[src/rtl/win_pkg.sv]
package win_pkg;
  localparam int STRAP_W  = 4;
  localparam int DEV_W    = STRAP_W + 1;
  localparam int REG_W    = 5;
  localparam int DATA_W   = 16;
  localparam int BUSY_BIT = 15;
  localparam int MODE_BIT = 12;
  localparam int OP_LSB   = 10;
  localparam int DEV_LSB  = 5;
  localparam int REG_LSB  = 0;
  localparam int CMD_OFS  = 0;
  localparam int DATA_OFS = 1;
  localparam logic [1:0] OP_WRITE = 2'b01;
  localparam logic [1:0] OP_READ  = 2'b10;

  typedef enum logic [2:0] {
    RSEL_NONE,
    RSEL_CMD,
    RSEL_DATA,
    RSEL_INT,
    RSEL_ZERO
  } respSel_e;

  typedef struct packed {
    logic     loadCmd;
    logic     loadDataHost;
    logic     windowDone;
    logic     startDirect;
    logic     startInd;
    logic     respFire;
    logic     respHit;
    respSel_e respSel;
  } winStrobe_t;
endpackage

[src/rtl/win_ctrl.sv]
module win_ctrl
  import win_pkg::*;
(
  input  logic               clk,
  input  logic               rstN,
  input  logic [STRAP_W-1:0] strap,
  input  logic               mgmtReq,
  input  logic               mgmtWrite,
  input  logic [DEV_W-1:0]   mgmtDev,
  input  logic [REG_W-1:0]   mgmtReg,
  input  logic [3:0]         cmdCtl,
  input  logic               intAck,
  output logic               intReq,
  output logic               busy,
  output logic               singleMode,
  output logic               strapLoaded,
  output logic [STRAP_W-1:0] strapQ,
  output winStrobe_t         strb
);
  typedef enum logic [1:0] {ST_IDLE, ST_DIRECT, ST_WINDOW} state_e;

  state_e state, stateNext;
  logic   ownDev, regIsCmd, regIsData, cmdOk;

  // Strap is taken once, on the first clock after reset release.
  always_ff @(posedge clk or negedge rstN) begin
    if (!rstN) begin
      strapQ      <= '0;
      strapLoaded <= 1'b0;
    end else if (!strapLoaded) begin
      strapQ      <= strap;
      strapLoaded <= 1'b1;
    end
  end

  always_comb begin
    singleMode = (strapQ == '0);
    ownDev     = (mgmtDev == {strapQ, 1'b0});
    regIsCmd   = (mgmtReg == REG_W'(CMD_OFS));
    regIsData  = (mgmtReg == REG_W'(DATA_OFS));
    // cmdCtl = {start, mode, opcode[1:0]}
    cmdOk      = cmdCtl[3] && cmdCtl[2] &&
                 ((cmdCtl[1:0] == OP_WRITE) || (cmdCtl[1:0] == OP_READ));
    intReq     = (state != ST_IDLE);
    busy       = (state == ST_WINDOW);
  end

  always_comb begin
    strb         = '0;
    strb.respSel = RSEL_NONE;
    if (strapLoaded && mgmtReq) begin
      if (singleMode) begin
        if (state == ST_IDLE) strb.startDirect = 1'b1;
      end else begin
        strb.respFire = 1'b1;
        if (ownDev && (regIsCmd || regIsData)) begin
          strb.respHit = 1'b1;
          if (mgmtWrite) begin
            strb.respSel = RSEL_ZERO;
            if (regIsCmd) begin
              if (!busy && cmdOk) begin
                strb.loadCmd  = 1'b1;
                strb.startInd = 1'b1;
              end
            end else begin
              strb.loadDataHost = 1'b1;
            end
          end else begin
            strb.respSel = regIsCmd ? RSEL_CMD : RSEL_DATA;
          end
        end
      end
    end
    if (state == ST_DIRECT && intAck) begin
      strb.respFire = 1'b1;
      strb.respHit  = 1'b1;
      strb.respSel  = RSEL_INT;
    end
    if (state == ST_WINDOW && intAck) strb.windowDone = 1'b1;
  end

  always_comb begin
    stateNext = state;
    case (state)
      ST_IDLE: begin
        if (strb.startDirect)   stateNext = ST_DIRECT;
        else if (strb.startInd) stateNext = ST_WINDOW;
      end
      ST_DIRECT, ST_WINDOW: if (intAck) stateNext = ST_IDLE;
      default: stateNext = ST_IDLE;
    endcase
  end

  always_ff @(posedge clk or negedge rstN) begin
    if (!rstN) state <= ST_IDLE;
    else       state <= stateNext;
  end
endmodule

[src/rtl/win_dpath.sv]
module win_dpath
  import win_pkg::*;
(
  input  logic              clk,
  input  logic              rstN,
  input  winStrobe_t        strb,
  input  logic              busy,
  input  logic              mgmtWrite,
  input  logic [DEV_W-1:0]  mgmtDev,
  input  logic [REG_W-1:0]  mgmtReg,
  input  logic [DATA_W-1:0] mgmtWdata,
  input  logic [DATA_W-1:0] intRdata,
  output logic              mgmtAck,
  output logic              mgmtHit,
  output logic [DATA_W-1:0] mgmtRdata,
  output logic              intWrite,
  output logic [DEV_W-1:0]  intDev,
  output logic [REG_W-1:0]  intReg,
  output logic [DATA_W-1:0] intWdata,
  output logic [DATA_W-2:0] cmdQ,
  output logic [DATA_W-1:0] dataQ
);
  logic [DATA_W-1:0] respData;

  always_comb begin
    case (strb.respSel)
      RSEL_CMD:  respData = {busy, cmdQ};
      RSEL_DATA: respData = dataQ;
      RSEL_INT:  respData = intWrite ? '0 : intRdata;
      RSEL_ZERO: respData = '0;
      default:   respData = '1;
    endcase
  end

  always_ff @(posedge clk or negedge rstN) begin
    if (!rstN) begin
      cmdQ      <= '0;
      dataQ     <= '0;
      intWrite  <= 1'b0;
      intDev    <= '0;
      intReg    <= '0;
      intWdata  <= '0;
      mgmtAck   <= 1'b0;
      mgmtHit   <= 1'b0;
      mgmtRdata <= '0;
    end else begin
      mgmtAck <= strb.respFire;
      if (strb.respFire) begin
        mgmtHit   <= strb.respHit;
        mgmtRdata <= respData;
      end
      if (strb.loadCmd) cmdQ <= mgmtWdata[DATA_W-2:0];
      // A finishing internal read takes priority over a host data write.
      if (strb.windowDone && !intWrite) dataQ <= intRdata;
      else if (strb.loadDataHost)       dataQ <= mgmtWdata;
      if (strb.startDirect) begin
        intWrite <= mgmtWrite;
        intDev   <= mgmtDev;
        intReg   <= mgmtReg;
        intWdata <= mgmtWdata;
      end else if (strb.startInd) begin
        intWrite <= (mgmtWdata[OP_LSB +: 2] == OP_WRITE);
        intDev   <= mgmtWdata[DEV_LSB +: DEV_W];
        intReg   <= mgmtWdata[REG_LSB +: REG_W];
        intWdata <= dataQ;
      end
    end
  end
endmodule

[src/rtl/mgmt_window.sv]
module mgmt_window
  import win_pkg::*;
(
  input  logic               clk,
  input  logic               rstN,
  input  logic [STRAP_W-1:0] strap,
  input  logic               mgmtReq,
  input  logic               mgmtWrite,
  input  logic [DEV_W-1:0]   mgmtDev,
  input  logic [REG_W-1:0]   mgmtReg,
  input  logic [DATA_W-1:0]  mgmtWdata,
  output logic               mgmtAck,
  output logic               mgmtHit,
  output logic [DATA_W-1:0]  mgmtRdata,
  output logic               intReq,
  output logic               intWrite,
  output logic [DEV_W-1:0]   intDev,
  output logic [REG_W-1:0]   intReg,
  output logic [DATA_W-1:0]  intWdata,
  input  logic               intAck,
  input  logic [DATA_W-1:0]  intRdata
);
  winStrobe_t         strb;
  logic               busy, singleMode, strapLoaded;
  logic [STRAP_W-1:0] strapQ;
  logic [DATA_W-2:0]  cmdQ;
  logic [DATA_W-1:0]  dataQ;
  logic [3:0]         cmdCtl;

  assign cmdCtl = {mgmtWdata[BUSY_BIT], mgmtWdata[MODE_BIT], mgmtWdata[OP_LSB +: 2]};

  win_ctrl uCtrl (
    .clk(clk), .rstN(rstN), .strap(strap),
    .mgmtReq(mgmtReq), .mgmtWrite(mgmtWrite), .mgmtDev(mgmtDev),
    .mgmtReg(mgmtReg), .cmdCtl(cmdCtl), .intAck(intAck),
    .intReq(intReq), .busy(busy), .singleMode(singleMode),
    .strapLoaded(strapLoaded), .strapQ(strapQ), .strb(strb)
  );

  win_dpath uDpath (
    .clk(clk), .rstN(rstN), .strb(strb), .busy(busy),
    .mgmtWrite(mgmtWrite), .mgmtDev(mgmtDev), .mgmtReg(mgmtReg),
    .mgmtWdata(mgmtWdata), .intRdata(intRdata),
    .mgmtAck(mgmtAck), .mgmtHit(mgmtHit), .mgmtRdata(mgmtRdata),
    .intWrite(intWrite), .intDev(intDev), .intReg(intReg),
    .intWdata(intWdata), .cmdQ(cmdQ), .dataQ(dataQ)
  );
endmodule

[config.mk]
export PLATFORM = sky130hd
export DESIGN_NAME = mgmt_window
export DESIGN_NICKNAME = d
export VERILOG_FILES = /design/src/rtl/win_pkg.sv /design/src/rtl/win_ctrl.sv /design/src/rtl/win_dpath.sv /design/src/rtl/mgmt_window.sv
export SDC_FILE = /design/constraint.sdc
export NUM_CORES = 1
export LEC_CHECK = 0
export BUFFER_PORTS_ARGS = -buffer_cell sky130_fd_sc_hd__clkbuf_2
export CORE_MARGIN = 4
export CORE_UTILIZATION = 49
export CTS_BUF_LIST = sky130_fd_sc_hd__clkbuf_2
export CTS_CLUSTER_DIAMETER = 80
export DETAILED_ROUTE_END_ITERATION = 6
export PLACE_DENSITY = 0.82
export SLEW_MARGIN = 20
export SYNTH_ARGS = -nofsm -noshare
export SYNTH_HDL_FRONTEND = slang
export SYNTH_SLANG_ARGS = --single-unit
[constraint.sdc]
create_clock -name clk -period 7.2 [get_ports clk]
set_clock_uncertainty 0.2 [all_clocks]
set_input_delay 0 -clock clk [delete_from_list [all_inputs] [get_ports clk]]
set_output_delay 0 -clock clk [all_outputs]
set_load 0.02 [all_outputs]
# Word-level counts from Yosys, hierarchy flattened

Index checks and enable logic that the tools add are counted.

Register bits: 83
Input bits: 51
Output and inout bits: 46
Word-level logic and storage cells: 78

Equality and inequality tests: 12
Mux-type cells: 34
Reduce and logical (&&, ||, !) cells: 20

Operators with widths:

| cell                                           | count |
|---|---|
| 2-to-1 mux 16 bit                              | 5 |
| one-hot mux 16 bit (4 select lines)            | 1 |
| 2-to-1 mux 5 bit                               | 5 |
| 2-to-1 mux 2 bit                               | 8 |
| 2-to-1 mux 1 bit                               | 10 |
| logical AND 1 bit                              | 8 |
| 2-to-1 mux 7 bit                               | 1 |
| == test 3 x 2 -> 1 bit (second input constant) | 2 |
| 2-to-1 mux 6 bit                               | 1 |
| nonzero test 2 bit                             | 3 |
| == test 5 x 1 -> 1 bit (second input constant) | 1 |
| == test 5 bit                                  | 1 |
| logical NOT 5 bit                              | 1 |
| == test 2 x 1 -> 1 bit (second input constant) | 2 |
| == test 2 bit (second input constant)          | 2 |
| logical NOT 4 bit                              | 1 |
| 2-to-1 mux 4 bit                               | 1 |
| one-hot mux 2 bit (2 select lines)             | 1 |
| == test 3 x 1 -> 1 bit (second input constant) | 1 |
| == test 3 bit (second input constant)          | 1 |
| 2-to-1 mux 3 bit                               | 1 |
| inequality test 3 bit (second input constant)  | 1 |
| logical NOT 1 bit                              | 2 |
| logical NOT 2 bit                              | 1 |
| 4 further kinds                                | 5 |

# Logic depth before layout (Yosys ltp)

Gate-level depths: netlist of the first run.

Depth after elaboration: 13
Depth in mapped cells: 8
Gate-level depth less buffers: 6

# By module

From an unflattened synthesis of the first run, not the netlist that was laid out.

Cell total of the unflattened synthesis: 411
Area, all modules: 4251.6 um^2

Modules (own cells, without submodules):

| module    | instances | cells each | area an instance (um^2) | sequential area each (um^2) |
|---|---|---|---|---|
| win_dpath | 1         | 353        | 3681.0                  | 1901.8 |
| win_ctrl  | 1         | 58         | 570.5                   | 175.2 |

# Worst setup path before layout of the first run

No wires, ideal clock.

Path kind: register to register
From: reg uCtrl.strapLoaded
To: reg uDpath.cmdQ[10]
Library setup time: 125 ps
Arrival time: 2012 ps
Required time: 6875 ps
Slack: 4864 ps
Cell stages (with the launch flop): 7
Path buffers: 2
Cell sequence: dfrtp_1 -> clkbuf_1 -> nand2_1 -> or4_4 -> nor3_4 -> buf_4 -> mux2_2

Longest elaborated chain between the ends: 2

Ends and longest elaborated chain:

| item                   | line            | text |
|---|---|---|
| from (decl)            | win_ctrl.sv:16  | `output logic strapLoaded,` |
| from (signal assigned) | win_ctrl.sv:29  | `strapLoaded <= 1'b0;` |
| from (signal assigned) | win_ctrl.sv:32  | `strapLoaded <= 1'b1;` |
| logical AND 1 bit      | win_ctrl.sv:51  | `if (strapLoaded && mgmtReq) begin` |
| 2-to-1 mux 2 bit       | win_ctrl.sv:51  |  |
| to (signal assigned)   | win_dpath.sv:52 | `if (strb.loadCmd) cmdQ <= mgmtWdata[DATA_W-2:0];` |
| to (decl)              | win_dpath.sv:20 | `output logic [DATA_W-2:0] cmdQ,` |

No other way between the ends.
A chain may end at the register's enable or synchronous reset.

# Worst setup path after layout of the first run

From: reg uCtrl.strapQ[0]
To: reg uDpath.intReg[0]

Longest elaborated chain between the ends: 6
Elaborated cells on any way between the ends: 9
Classes of those cells: eq/ne: 1; mux: 5; reduce/logical: 3

Ends and longest elaborated chain:

| item                         | line            | text |
|---|---|---|
| from (decl)                  | win_ctrl.sv:17  | `output logic [STRAP_W-1:0] strapQ,` |
| from (signal assigned)       | win_ctrl.sv:31  | `strapQ <= strap;` |
| == test 5 bit                | win_ctrl.sv:38  | `ownDev = (mgmtDev == {strapQ, 1'b0});` |
| logical AND 1 bit            | win_ctrl.sv:56  | `if (ownDev && (regIsCmd \|\| regIsData)) begin` |
| 2-to-1 mux 1 bit             | win_ctrl.sv:56  |  |
| 2-to-1 mux 6 bit             | win_ctrl.sv:52  | `if (singleMode) begin` |
| 2-to-1 mux 7 bit (*)         | win_ctrl.sv:51  |  |
| nonzero test 2 bit (no line) | -               |  |
| to (signal assigned)         | win_dpath.sv:59 | `intReg <= mgmtReg;` |
| to (signal assigned)         | win_dpath.sv:64 | `intReg <= mgmtWdata[REG_LSB +: REG_W];` |
| to (decl)                    | win_dpath.sv:18 | `output logic [REG_W-1:0] intReg,` |

Every way passes the cells marked *; elsewhere a longest branch is shown, timed or not.

==> results of run 1 <==
layout make-up:
class / instances / area share [%]
multi-input combinational: 265 / 34.0
tap: 105 / 2.36
clock buffer: 9 / 0.809
sequential: 83 / 37.3
inverter: 6 / 0.405
timing repair buffer: 182 / 24.1
clock inverter: 6 / 1.03
sequential cells by signal, summed over array words and instances, names as in the netlist:
register           flops
uDpath.intWrite        1
uCtrl.strapLoaded      1
uCtrl.strapQ           4
uDpath.intReg          5
uDpath.mgmtRdata      16
uDpath.dataQ          16
uDpath.cmdQ           15
uDpath.intWdata       16
uDpath.mgmtAck         1
uCtrl.state            2
uDpath.intDev          5
uDpath.mgmtHit         1
layer usage:
metal	track usage [%]	part of all wire [%]
met5	0	0
met4	12.8	4.1
met3	6.53	12
met2	43.8	46
met1	36.9	38
logic make-up after synthesis:
logic type / after synthesis
buf+inv: 47
mux: 18
simple gates: 103
flops: 83
xor+xnor: 4
compound gates: 135
fa+ha+maj: 4
other cells: 1
worst min-delay path by stage:
stage,start,endpoint,slack (ns)
after floorplan,rstN,uCtrl.state[0]$_DFFE_PN0P_,-0.50
after global placement,rstN,uDpath.mgmtRdata[10]$_DFFE_PN0P_,0.03
after detailed placement,strap[3],uCtrl.strapQ[3]$_DFFE_PN0N_,0.04
after CTS,rstN,uDpath.intWdata[9]$_DFFE_PN0P_,0.001
after global routing,strap[0],uCtrl.strapQ[0]$_DFFE_PN0N_,0.04
final,strap[2],uCtrl.strapQ[2]$_DFFE_PN0N_,0.06
metrics by stage:
step           setup slack [ns]  instance area, sq um
3_3_place_gp               3.99                  4640
2_1_floorplan              4.86                  4150
5_1_grt                    3.08                  5570
6_report                   3.28                  5570
4_1_cts                    3.35                  5520
3_5_place_dp               3.87                  4640
worst register-to-register path: stages, from the launching register on:
cell and delay (ns):
sky130_fd_sc_hd__dfrtp_1 0.45, sky130_fd_sc_hd__nor4_1 0.81, sky130_fd_sc_hd__nor4_4 0.09, sky130_fd_sc_hd__dlygate4sd3_1 0.60, sky130_fd_sc_hd__buf_4 0.26, sky130_fd_sc_hd__a31oi_1 0.67, sky130_fd_sc_hd__a221o_1 0.25, sky130_fd_sc_hd__dlygate4sd3_1 0.56
cells in the mapped netlist (all sizes together) (3+ instances only):
| cell type | n | share of area (%) |
|---|---|---|
| o21ai | 3 | 0.36 |
| dfrtp | 83 | 50 |
| a221o | 9 | 2.2 |
| mux2 | 17 | 4.6 |
| ha | 4 | 1.2 |
| nand2 | 7 | 0.63 |
| a2bb2oi | 15 | 3.2 |
| and3 | 16 | 2.4 |
| clkbuf | 35 | 3.2 |
| a21oi | 19 | 2.3 |
| a31oi | 33 | 5.0 |
| buf | 6 | 0.88 |
| nor2 | 33 | 3.0 |
| and2 | 10 | 1.5 |
| nand4 | 20 | 3.0 |
| or4 | 3 | 0.72 |
| inv | 6 | 0.54 |
| a222oi | 15 | 3.6 |
| xnor2 | 4 | 0.84 |
| o31ai | 34 | 6.2 |
power breakdown:
| part | switching, uW | total (uW) | internal, uW |
|---|---|---|---|
| Combinational | 327 | 575 | 248 |
| Sequential | 76.8 | 650 | 574 |
| Clock | 156 | 231 | 75.2 |
==> impl_metrics.env, run 1 <==
export IMPL_worst_path_stages=7
export IMPL_critical_path_top_delay_family="buffers and inverters"
export IMPL_hold_path_class="in -> reg"
export IMPL_slew_limit_headroom_pct=34.3
export IMPL_worst_path_max_fanout=35
export IMPL_min_path_cells=3
export IMPL_nFillCells=590
export IMPL_share_of_synthesized_cell_area_in_full_adder_half_adder_and_majority_cells_pct=1.21
export IMPL_cts_repair_timing_setup_buffer_count=0
export IMPL_path_buf_inv=3
export IMPL_critPathLaunch="uCtrl.strapQ[0]$_DFFE_PN0N_"
export IMPL_final_layout_size_suffix_gt1_share_pct=25.4
export IMPL_worst_r2r_setup_slack_ns=3.28
export IMPL_ys_types=42
export IMPL_maxClockFrequency_mhz=255
export IMPL_first_global_vias=4285
export IMPL_mux_share_of_post_synthesis_cell_area_pct=4.86
export IMPL_clk_transition_reported_paths_ns=0.22
export IMPL_detailed_route_via_count=4277
export IMPL_critical_path_startpoint_type="register"
export IMPL_syn_nets=450
export IMPL_total_inserted_antenna_cells=0
export IMPL_remaining_drc_errors=0
export IMPL_synth_edf_count=0
export IMPL_power_static_leakage_uw=0.00259
export IMPL_final_max_slew_viol_count=0
export IMPL_globalRoute_totalOverflow=0
export IMPL_max_clock_path_buffers=2
export IMPL_run_status="finished clean"
export IMPL_power_density_nw_per_um2=262
export IMPL_sequential_cell_area_sq_um=2080
export IMPL_cts_tree="built"
export IMPL_floorplan_rows=33
export IMPL_required_time_of_the_worst_setup_path_ns=7.48
export IMPL_synthSimpleGateAreaFrac_pct=14.1
export IMPL_worst_path_max_stage_delay_ns=0.81
export IMPL_pin_count=97
export IMPL_cp_arrival_ns=4.20
export IMPL_hold_worst_slack_ns=0.0584
export IMPL_combinational_family_with_the_most_area_after_synthesis="compound AO/OA/AOI/OAI gates"
export IMPL_detail_route_vias_per_cell=6.52
export IMPL_critical_path_endpoint_type="register"
export IMPL_grt_util_all_layers_pct=27.9
export IMPL_worstSetupPathType="reg -> reg"
export IMPL_post_cts_hold_buffer_count=78
export IMPL_grt_antenna_before_repair=0
export IMPL_routed_wire_length_per_instance_um=20.8
export IMPL_worst_path_most_repeated_cell="sky130_fd_sc_hd__dlygate4sd3_1"
export IMPL_layout_common_cells="sky130_fd_sc_hd__clkbuf_2 (104), sky130_fd_sc_hd__dfrtp_1 (83), sky130_fd_sc_hd__dlygate4sd3_1 (80)"
export IMPL_drt_first_iter_violations=574
export IMPL_drv_cap=0
export IMPL_rsz0062_at_grt="no"
export IMPL_port_buffer_count=96
export IMPL_core_region_area_sq_um=8220
export IMPL_ys_warn_count=0
export IMPL_largest_net_degree_at_the_start_of_global_routing=84
export IMPL_setup_total_negative_slack_ns=0
export IMPL_worst_reg_to_reg_cells=7
export IMPL_multiInputGateArea_sq_um=1890
export IMPL_total_power_uw=1460
export IMPL_layout_commonest_cell="sky130_fd_sc_hd__clkbuf_2"
export IMPL_hold_violations=0
export IMPL_peakVddDrop_mv=0.155
export IMPL_cp_cell_instances="nor4_1 > nor4_4 > dlygate4sd3_1 > buf_4 > a31oi_1 > a221o_1 > dlygate4sd3_1"
export IMPL_layout_nets=602
export IMPL_dominantRegCellSynth="sky130_fd_sc_hd__dfrtp_1"
export IMPL_worst_skew_late_latency_ns=0.53
export IMPL_per_instance_average_area_after_synthesis_sq_um=10.5
export IMPL_die_height_um=100
export IMPL_post_synth_instance_area_sq_um=4150
export IMPL_synth_compound_area_share_pct=24.3
export IMPL_tritoncts_num_sinks=83
export IMPL_htree_levels=3
export IMPL_postSynthRegisterBits=83
export IMPL_sequential_area_share_after_synthesis_pct=50.1
export IMPL_regToRegEndpoint="uDpath.intReg[0]$_DFFE_PN0P_"
export IMPL_finalSetupViolations=0
export IMPL_dp_final_hpwl_mm=8.14
export IMPL_grt_pass1_wl_mm=22.1
export IMPL_tritoncts_num_buffers=9
export IMPL_die_area_sq_um=10000
export IMPL_timing_critical_path_to="uDpath.intReg[0]$_DFFE_PN0P_"
export IMPL_drt_pass1_iter_count=7
export IMPL_final_period_minus_worst_setup_slack_ns=3.92
export IMPL_ys_async_sr_fraction_pct=100
export IMPL_post_synthesis_instance_total=395
export IMPL_postCtsResizedCells=0
export IMPL_tightest_slew_ns=0.980
export IMPL_drt_total_wl_mm=13.6
export IMPL_clock_root_buffer="sky130_fd_sc_hd__clkbuf_2"
export IMPL_reg_to_reg_critical_path_startpoint="uCtrl.strapQ[0]$_DFFE_PN0N_"
export IMPL_layout_area_overhead_vs_synth_pct=34.2
export IMPL_place_detailed_instances=560
export IMPL_yosys_area_share_xor_xnor_pct=0.845
export IMPL_die_width_um=100
export IMPL_finalCritPeriodShare_pct=54.4
export IMPL_final_cell_count_no_fill=656
export IMPL_slowest_cell_on_crit_path="sky130_fd_sc_hd__nor4_1"
export IMPL_initial_core_util_pct=50.5
export IMPL_finalCoreUtilization_pct=67.7
export IMPL_gp_congestion=0.848
export IMPL_antenna_violating_nets_left=0
No activity file was read; power rests on OpenSTA's default activity.
==> run 2, diff against run 1 <==
--- a/config.mk
+++ b/config.mk
@@ -11,7 +11,7 @@
 export CTS_BUF_LIST = sky130_fd_sc_hd__clkbuf_2
 export CTS_CLUSTER_DIAMETER = 80
 export DETAILED_ROUTE_END_ITERATION = 6
-export PLACE_DENSITY = 0.82
+export PLACE_DENSITY = 0.85
 export SLEW_MARGIN = 20
 export SYNTH_ARGS = -nofsm -noshare
 export SYNTH_HDL_FRONTEND = slang
==> constraint.sdc (replaced) <==
create_clock -name clk -period 3.3 [get_ports clk]
set_clock_uncertainty 0.2 [all_clocks]
set_input_delay 0 -clock clk [delete_from_list [all_inputs] [get_ports clk]]
set_output_delay 0 -clock clk [all_outputs]
set_load 0.02 [all_outputs]
==> run 2 against run 1 <==
The run now ends with design-rule violations left. Largest cell class unchanged. Via count is 0.28% lower. Combinational power is 120% higher. Critical path type unchanged. Critical path depth is 1 higher. Highest routed layer unchanged. Count of clock-buffer cells in the layout is 1 higher. Non-clock buffer count is 15 higher.
==> impl_metrics.env, run 2 (synthesis gave the netlist of run 1 again) <==
export IMPL_largest_net_degree_at_the_start_of_global_routing=84
export IMPL_slew_limit_headroom_pct=42.1
export IMPL_tightest_slew_ns=0.864
export IMPL_path_buf_inv=3
export IMPL_tritoncts_num_sinks=83
export IMPL_die_height_um=100
export IMPL_remaining_drc_errors=1
export IMPL_htree_levels=3
export IMPL_clock_root_buffer="sky130_fd_sc_hd__clkbuf_2"
export IMPL_grt_pass1_wl_mm=22.2
export IMPL_worst_skew_late_latency_ns=0.55
export IMPL_total_inserted_antenna_cells=0
export IMPL_worstSetupPathType="reg -> reg"
export IMPL_pre_cts_slack_ns=0.732
export IMPL_peakVddDrop_mv=0.386
export IMPL_final_period_minus_worst_setup_slack_ns=3.10
export IMPL_gp_congestion=0.931
export IMPL_failing_checks="design-rule violations"
export IMPL_required_time_of_the_worst_setup_path_ns=3.56
export IMPL_rsz0062_at_grt="no"
export IMPL_floorplan_rows=33
export IMPL_layout_commonest_cell="sky130_fd_sc_hd__clkbuf_2"
export IMPL_setup_total_negative_slack_ns=0
export IMPL_drt_pass1_iter_count=7
export IMPL_die_width_um=100
export IMPL_cts_tree="built"
export IMPL_routed_wire_length_per_instance_um=20.6
export IMPL_hold_path_class="in -> reg"
export IMPL_drt_first_iter_violations=749
export IMPL_timing_final_ws_setup_ns=0.200
export IMPL_worst_path_max_fanout=19
export IMPL_layout_common_cells="sky130_fd_sc_hd__clkbuf_2 (105), sky130_fd_sc_hd__dlygate4sd3_1 (90), sky130_fd_sc_hd__dfrtp_1 (83)"
export IMPL_final_max_slew_viol_count=0
export IMPL_largest_registers="uDpath.dataQ x16, uDpath.intWdata x16, uDpath.mgmtRdata x16"
export IMPL_grt_antenna_before_repair=0
export IMPL_run_status="complete, but fails checks"
export IMPL_port_buffer_count=96
export IMPL_maxClockFrequency_mhz=323
export IMPL_max_clock_path_buffers=2
export IMPL_finalCritPeriodShare_pct=93.9
export IMPL_detail_route_vias_per_cell=6.36
export IMPL_first_global_vias=4260
export IMPL_drt_total_wl_mm=13.8
export IMPL_initial_core_util_pct=50.5
export IMPL_detailed_route_via_count=4265
export IMPL_slowest_cell_on_crit_path="sky130_fd_sc_hd__dlygate4sd3_1"
export IMPL_critical_path_endpoint_type="register"
export IMPL_cp_arrival_ns=3.36
export IMPL_die_area_sq_um=10000
export IMPL_cts_repair_timing_setup_buffer_count=0
export IMPL_clk_transition_reported_paths_ns=0.23
export IMPL_finalSetupViolations=0
export IMPL_drv_cap=0
export IMPL_critical_path_startpoint_type="register"
export IMPL_layout_area_overhead_vs_synth_pct=38.0
export IMPL_antenna_violating_nets_left=0
export IMPL_power_static_leakage_uw=0.00270
export IMPL_tritoncts_num_buffers=9
export IMPL_worst_path_max_stage_delay_ns=0.56
export IMPL_pin_count=97
export IMPL_dp_final_hpwl_mm=8.47
export IMPL_final_layout_size_suffix_gt1_share_pct=26.0
export IMPL_core_region_area_sq_um=8220
export IMPL_power_density_nw_per_um2=572
export IMPL_cp_cell_instances="inv_1 > ha_1 > nor4bb_1 > and2_1 > buf_4 > a31oi_1 > a221o_1 > dlygate4sd3_1"
export IMPL_grt_util_all_layers_pct=28.2
export IMPL_layout_nets=617
export IMPL_critical_path_top_delay_family="buffers and inverters"
export IMPL_hold_violations=0
export IMPL_globalRoute_totalOverflow=0
==> run 2: changes by cell type in the layout (fill, tap and decap cells not counted), sizes merged <==
cell         change
buf              +5
bufinv           +1
clkbuf           +1
clkinvlp         -2
dlygate4sd3     +10
==> run 2: where the power goes <==
| group | switching, uW | internal, uW | total (uW) |
|---|---|---|---|
| Combinational | 711 | 553 | 1260 |
| Clock | 353 | 249 | 602 |
| Sequential | 159 | 1250 | 1410 |
| Total | 1220 | 2050 | 3280 |
==> run 2: timing repair <==
action                                 4_1_cts  5_1_grt
hold buffers                                90        0
gates resized for setup                      0        0
endpoints found under the hold margin      163        0
setup endpoints to repair                    0        0
==> run 2: worst min-delay path, stage by stage <==
cell	delay (ns)
sky130_fd_sc_hd__dlygate4sd3_1	0.53
sky130_fd_sc_hd__clkbuf_2	0.10
sky130_fd_sc_hd__mux2_2	0.14
==> run 2: final cells by class <==
class	instances	area, sq um
sequential	83	2080
clock buffer	10	50.0
timing repair buffer	197	1470
inverter	6	22.5
tap	105	131
multi-input combinational	265	1890
clock inverter	5	78.8
fill	588	2490
==> run 2: final timing paths <==
| kind | startpoint | to | slack [ns] | depth (start not counted) |
|---|---|---|---|---|
| worst min register to register | uDpath.cmdQ[12]$_DFFE_PN0P_ | uDpath.cmdQ[12]$_DFFE_PN0P_ | 0.30 | 1 |
| worst max-delay path | uCtrl.state[0]$_DFFE_PN0P_ | uDpath.intReg[1]$_DFFE_PN0P_ | 0.20 | 8 |
| worst max register to register | uCtrl.state[0]$_DFFE_PN0P_ | uDpath.intReg[1]$_DFFE_PN0P_ | 0.20 | 8 |
| max in group asynchronous | rstN | uDpath.cmdQ[6]$_DFFE_PN0P_ | 2.03 | 3 |
| worst min-delay path | strap[1] | uCtrl.strapQ[1]$_DFFE_PN0N_ | 0.03 | 3 |
| min in group asynchronous | rstN | uDpath.intWdata[10]$_DFFE_PN0P_ | 0.35 | 3 |
==> run 2: routing by layer <==
metal	up-vias	global-route usage, %	share of wire, %
met2	297	45.7	47
li1	1879	-	-
met3	58	5.63	11
met1	2031	37.1	38
met4	0	12.1	3.8
met5	-	0	0
==> run 2: per-stage QoR <==
stage / area, sq um / util [%] / std cells / hold WS (ns) / total power (uW)
after global placement: 4690 / 57.1 / 566 / 0.0301 / 2490
after floorplan: 4150 / - / 395 / -0.496 / 2080
after global routing: 5720 / 69.7 / 671 / 0.0210 / 3430
final: 5720 / 69.7 / 671 / 0.0273 / 3280
after CTS: 5720 / 69.6 / 671 / 0.00614 / 3260
after detailed placement: 4690 / 57.1 / 566 / 0.0409 / 2520
==> run 3, diff against run 2 <==
--- a/config.mk
+++ b/config.mk
@@ -5,13 +5,14 @@
 export SDC_FILE = /design/constraint.sdc
 export NUM_CORES = 1
 export LEC_CHECK = 0
+export ABC_AREA = 1
 export BUFFER_PORTS_ARGS = -buffer_cell sky130_fd_sc_hd__clkbuf_2
 export CORE_MARGIN = 4
 export CORE_UTILIZATION = 49
 export CTS_BUF_LIST = sky130_fd_sc_hd__clkbuf_2
 export CTS_CLUSTER_DIAMETER = 80
 export DETAILED_ROUTE_END_ITERATION = 6
-export PLACE_DENSITY = 0.85
+export PLACE_DENSITY = 0.84
 export SLEW_MARGIN = 20
 export SYNTH_ARGS = -nofsm -noshare
 export SYNTH_HDL_FRONTEND = slang
==> run 3 against run 2 <==
The run now ends clean. Non-clock buffer count decreased by 6. Synthesized cell count grew 52%. Die area is 10% higher. Global-route usage rose by 1.2 points. Sequential share of layout area down 2.5 points. Final cell count up 33%. Combinational power is 24% lower. Routed wire length increased by 12%. Critical path depth grew 1.
==> impl_metrics.env, run 3 <==
export IMPL_drv_cap=0
export IMPL_postSynthRegisterBits=83
export IMPL_die_area_sq_um=11000
export IMPL_layout_commonest_cell="sky130_fd_sc_hd__nand2_1"
export IMPL_floorplan_rows=35
export IMPL_reg_to_reg_critical_path_startpoint="uCtrl.state[0]$_DFFE_PN0P_"
export IMPL_drt_total_wl_mm=15.5
export IMPL_postCtsResizedCells=0
export IMPL_hold_violations=0
export IMPL_hold_path_class="in -> reg"
export IMPL_regToRegEndpoint="uDpath.intReg[1]$_DFFE_PN0P_"
export IMPL_multiInputGateArea_sq_um=2040
export IMPL_final_cell_count_no_fill=891
export IMPL_top_cell_types_by_occurrence_after_synthesis="sky130_fd_sc_hd__nand2_1 (189), sky130_fd_sc_hd__dfrtp_1 (83), sky130_fd_sc_hd__inv_1 (69)"
export IMPL_die_width_um=105
export IMPL_slew_limit_headroom_pct=59.0
export IMPL_antenna_violating_nets_left=0
export IMPL_htree_levels=3
export IMPL_detailed_route_via_count=4941
export IMPL_pin_count=97
export IMPL_finalSetupViolations=0
export IMPL_synthTopCellsByArea="sky130_fd_sc_hd__dfrtp_1 (45%), sky130_fd_sc_hd__nand2_1 (15%), sky130_fd_sc_hd__inv_1 (5.6%)"
export IMPL_syn_nets=656
export IMPL_drt_first_iter_violations=669
export IMPL_tritoncts_num_sinks=83
export IMPL_gp_congestion=0.935
export IMPL_worst_path_max_fanout=45
export IMPL_peakVddDrop_mv=0.241
export IMPL_critical_path_endpoint_type="register"
export IMPL_grt_pass1_wl_mm=25.7
export IMPL_grt_antenna_before_repair=0
export IMPL_layout_area_overhead_vs_synth_pct=33.6
export IMPL_largest_net_degree_at_the_start_of_global_routing=74
export IMPL_nFillCells=729
export IMPL_power_static_leakage_uw=0.00319
export IMPL_synth_edf_count=0
export IMPL_clk_transition_reported_paths_ns=0.27
export IMPL_total_power_uw=3070
export IMPL_post_synth_instance_area_sq_um=4610
export IMPL_setup_total_negative_slack_ns=0
export IMPL_first_global_vias=5027
export IMPL_initial_core_util_pct=50.1
export IMPL_layout_common_cells="sky130_fd_sc_hd__nand2_1 (189), sky130_fd_sc_hd__clkbuf_2 (104), sky130_fd_sc_hd__dlygate4sd3_1 (90)"
export IMPL_synth_most_common_cell="sky130_fd_sc_hd__nand2_1"
export IMPL_critical_path_startpoint_type="register"
export IMPL_tightest_slew_ns=0.613
export IMPL_final_max_slew_viol_count=0
export IMPL_maxClockFrequency_mhz=325
export IMPL_worst_skew_late_latency_ns=0.58
export IMPL_rsz0062_at_grt="no"
export IMPL_clock_root_buffer="sky130_fd_sc_hd__clkbuf_2"
export IMPL_required_time_of_the_worst_setup_path_ns=3.64
export IMPL_drt_pass1_iter_count=7
export IMPL_worst_r2r_setup_slack_ns=0.23
export IMPL_port_buffer_count=96
export IMPL_globalRoute_totalOverflow=0
export IMPL_final_period_minus_worst_setup_slack_ns=3.07
export IMPL_power_density_nw_per_um2=500
export IMPL_dominantRegCellSynth="sky130_fd_sc_hd__dfrtp_1"
export IMPL_worst_reg_to_reg_cells=9
export IMPL_final_layout_size_suffix_gt1_share_pct=23.5
export IMPL_routed_wire_length_per_instance_um=17.4
export IMPL_hold_start="strap[1]"
export IMPL_worstSetupPathType="reg -> reg"
export IMPL_sequential_cell_area_sq_um=2080
export IMPL_synth_top_cell_area_share_pct=45.1
export IMPL_run_status="finished clean"
export IMPL_synth_largest_area_cell="sky130_fd_sc_hd__dfrtp_1"
export IMPL_hold_path_end="uCtrl.strapQ[1]$_DFFE_PN0N_"
export IMPL_grt_util_all_layers_pct=29.4
export IMPL_post_synthesis_instance_total=601
export IMPL_hold_worst_slack_ns=0.00987
export IMPL_layout_nets=830
export IMPL_max_clock_path_buffers=2
export IMPL_min_path_cells=4
export IMPL_die_height_um=105
export IMPL_per_instance_average_area_after_synthesis_sq_um=7.66
export IMPL_place_detailed_instances=784
export IMPL_tritoncts_num_buffers=9
export IMPL_dp_final_hpwl_mm=9.56
export IMPL_largest_registers="uDpath.dataQ x16, uDpath.intWdata x16, uDpath.mgmtRdata x16"
export IMPL_sequential_area_share_after_synthesis_pct=45.1
export IMPL_total_inserted_antenna_cells=0
export IMPL_core_region_area_sq_um=9200
export IMPL_ys_async_sr_fraction_pct=100
export IMPL_cp_arrival_ns=3.42
export IMPL_remaining_drc_errors=0
export IMPL_detail_route_vias_per_cell=5.55
export IMPL_cts_tree="built"
export IMPL_ys_types=33
export IMPL_finalCritPeriodShare_pct=93.1
export IMPL_ys_warn_count=0
[run 3: changes by cell type after synthesis, sizes merged, moves of 25 or more]
cell | previous run | this run
nand2 | 7 | 210
inv | 6 | 77
o21ai | 3 | 52
o31ai | 34 | 0
a31oi | 33 | 0
nand3 | 2 | 31
clkbuf | 35 | 10
[run 3: metal layers]
| layer | track usage, % | wire length, um | vias to the layer above |
|---|---|---|---|
| met1 | 36.6 | 5960 | 2255 |
| met4 | 17.2 | 957 | 0 |
| met3 | 6.86 | 1510 | 94 |
| li1 | - | - | 2237 |
| met2 | 46.7 | 7120 | 355 |
| met5 | 0 | 0 | - |
[run 3: worst max-delay path: stages (launching register included)]
cell and delay (ns):
sky130_fd_sc_hd__dfrtp_1 0.46, sky130_fd_sc_hd__inv_1 0.09, sky130_fd_sc_hd__ha_1 0.16, sky130_fd_sc_hd__inv_1 0.09
sky130_fd_sc_hd__nor3_4 0.18, sky130_fd_sc_hd__buf_4 0.40, sky130_fd_sc_hd__nand2_1 0.15, sky130_fd_sc_hd__dlygate4sd3_1 0.63
sky130_fd_sc_hd__nand3_1 0.11, sky130_fd_sc_hd__dlygate4sd3_1 0.59
[run 3: repair_timing]
item	in CTS	in global routing
hold buffers	92	0
endpoints found under the hold margin	164	0
setup endpoints to repair	0	1
setup buffers	0	0
[run 3: worst max path at each step]
stage / startpoint / endpoint / slack (ns) / depth (start not counted)
6_report: uCtrl.state[0]$_DFFE_PN0P_ / uDpath.intReg[1]$_DFFE_PN0P_ / 0.23 / 9
3_5_place_dp: uCtrl.state[0]$_DFFE_PN0P_ / uDpath.intDev[3]$_DFFE_PN0P_ / 0.91 / 9
3_3_place_gp: uCtrl.state[0]$_DFFE_PN0P_ / uDpath.intDev[3]$_DFFE_PN0P_ / 0.99 / 9
4_1_cts: uCtrl.state[1]$_DFFE_PN0P_ / uDpath.intWdata[1]$_DFFE_PN0P_ / 0.34 / 10
5_1_grt: uCtrl.state[0]$_DFFE_PN0P_ / uDpath.intReg[1]$_DFFE_PN0P_ / 0.07 / 9
2_1_floorplan: uCtrl.state[0]$_DFFE_PN0P_ / uDpath.intReg[0]$_DFFE_PN0P_ / 1.45 / 10
[run 3: cells by family after synthesis]
| family | share of synthesized area (%) |
|---|---|
| mux | 0.244 |
| flops | 45.1 |
| compound gates | 9.24 |
| buf+inv | 10.6 |
| fa+ha+maj | 1.09 |
| simple gates | 33.7 |
| other cells | 0.0814 |
[run 3: area by class of cell]
type | instances | area share (%)
flip-flops and latches | 83 | 33.8
clock buffers | 9 | 0.732
well taps | 111 | 2.26
multi-input cells | 413 | 33.2
repair buffers | 191 | 23.4
clock inverters | 7 | 1.89
inverters | 77 | 4.74
[run 3: stage by stage]
stage,setup WS (ns),util [%],instance area [sq um]
after floorplan,1.45,-,4610
after global placement,0.990,55.0,5060
after detailed placement,0.910,55.0,5060
after CTS,0.336,67.0,6160
after global routing,0.0686,66.9,6150
final,0.227,66.9,6150
[run 3: power breakdown]
| part | total (uW) | internal (uW) | switching [uW] |
|---|---|---|---|
| Combinational | 956 | 385 | 572 |
| Sequential | 1410 | 1240 | 167 |
| Clock | 713 | 325 | 388 |
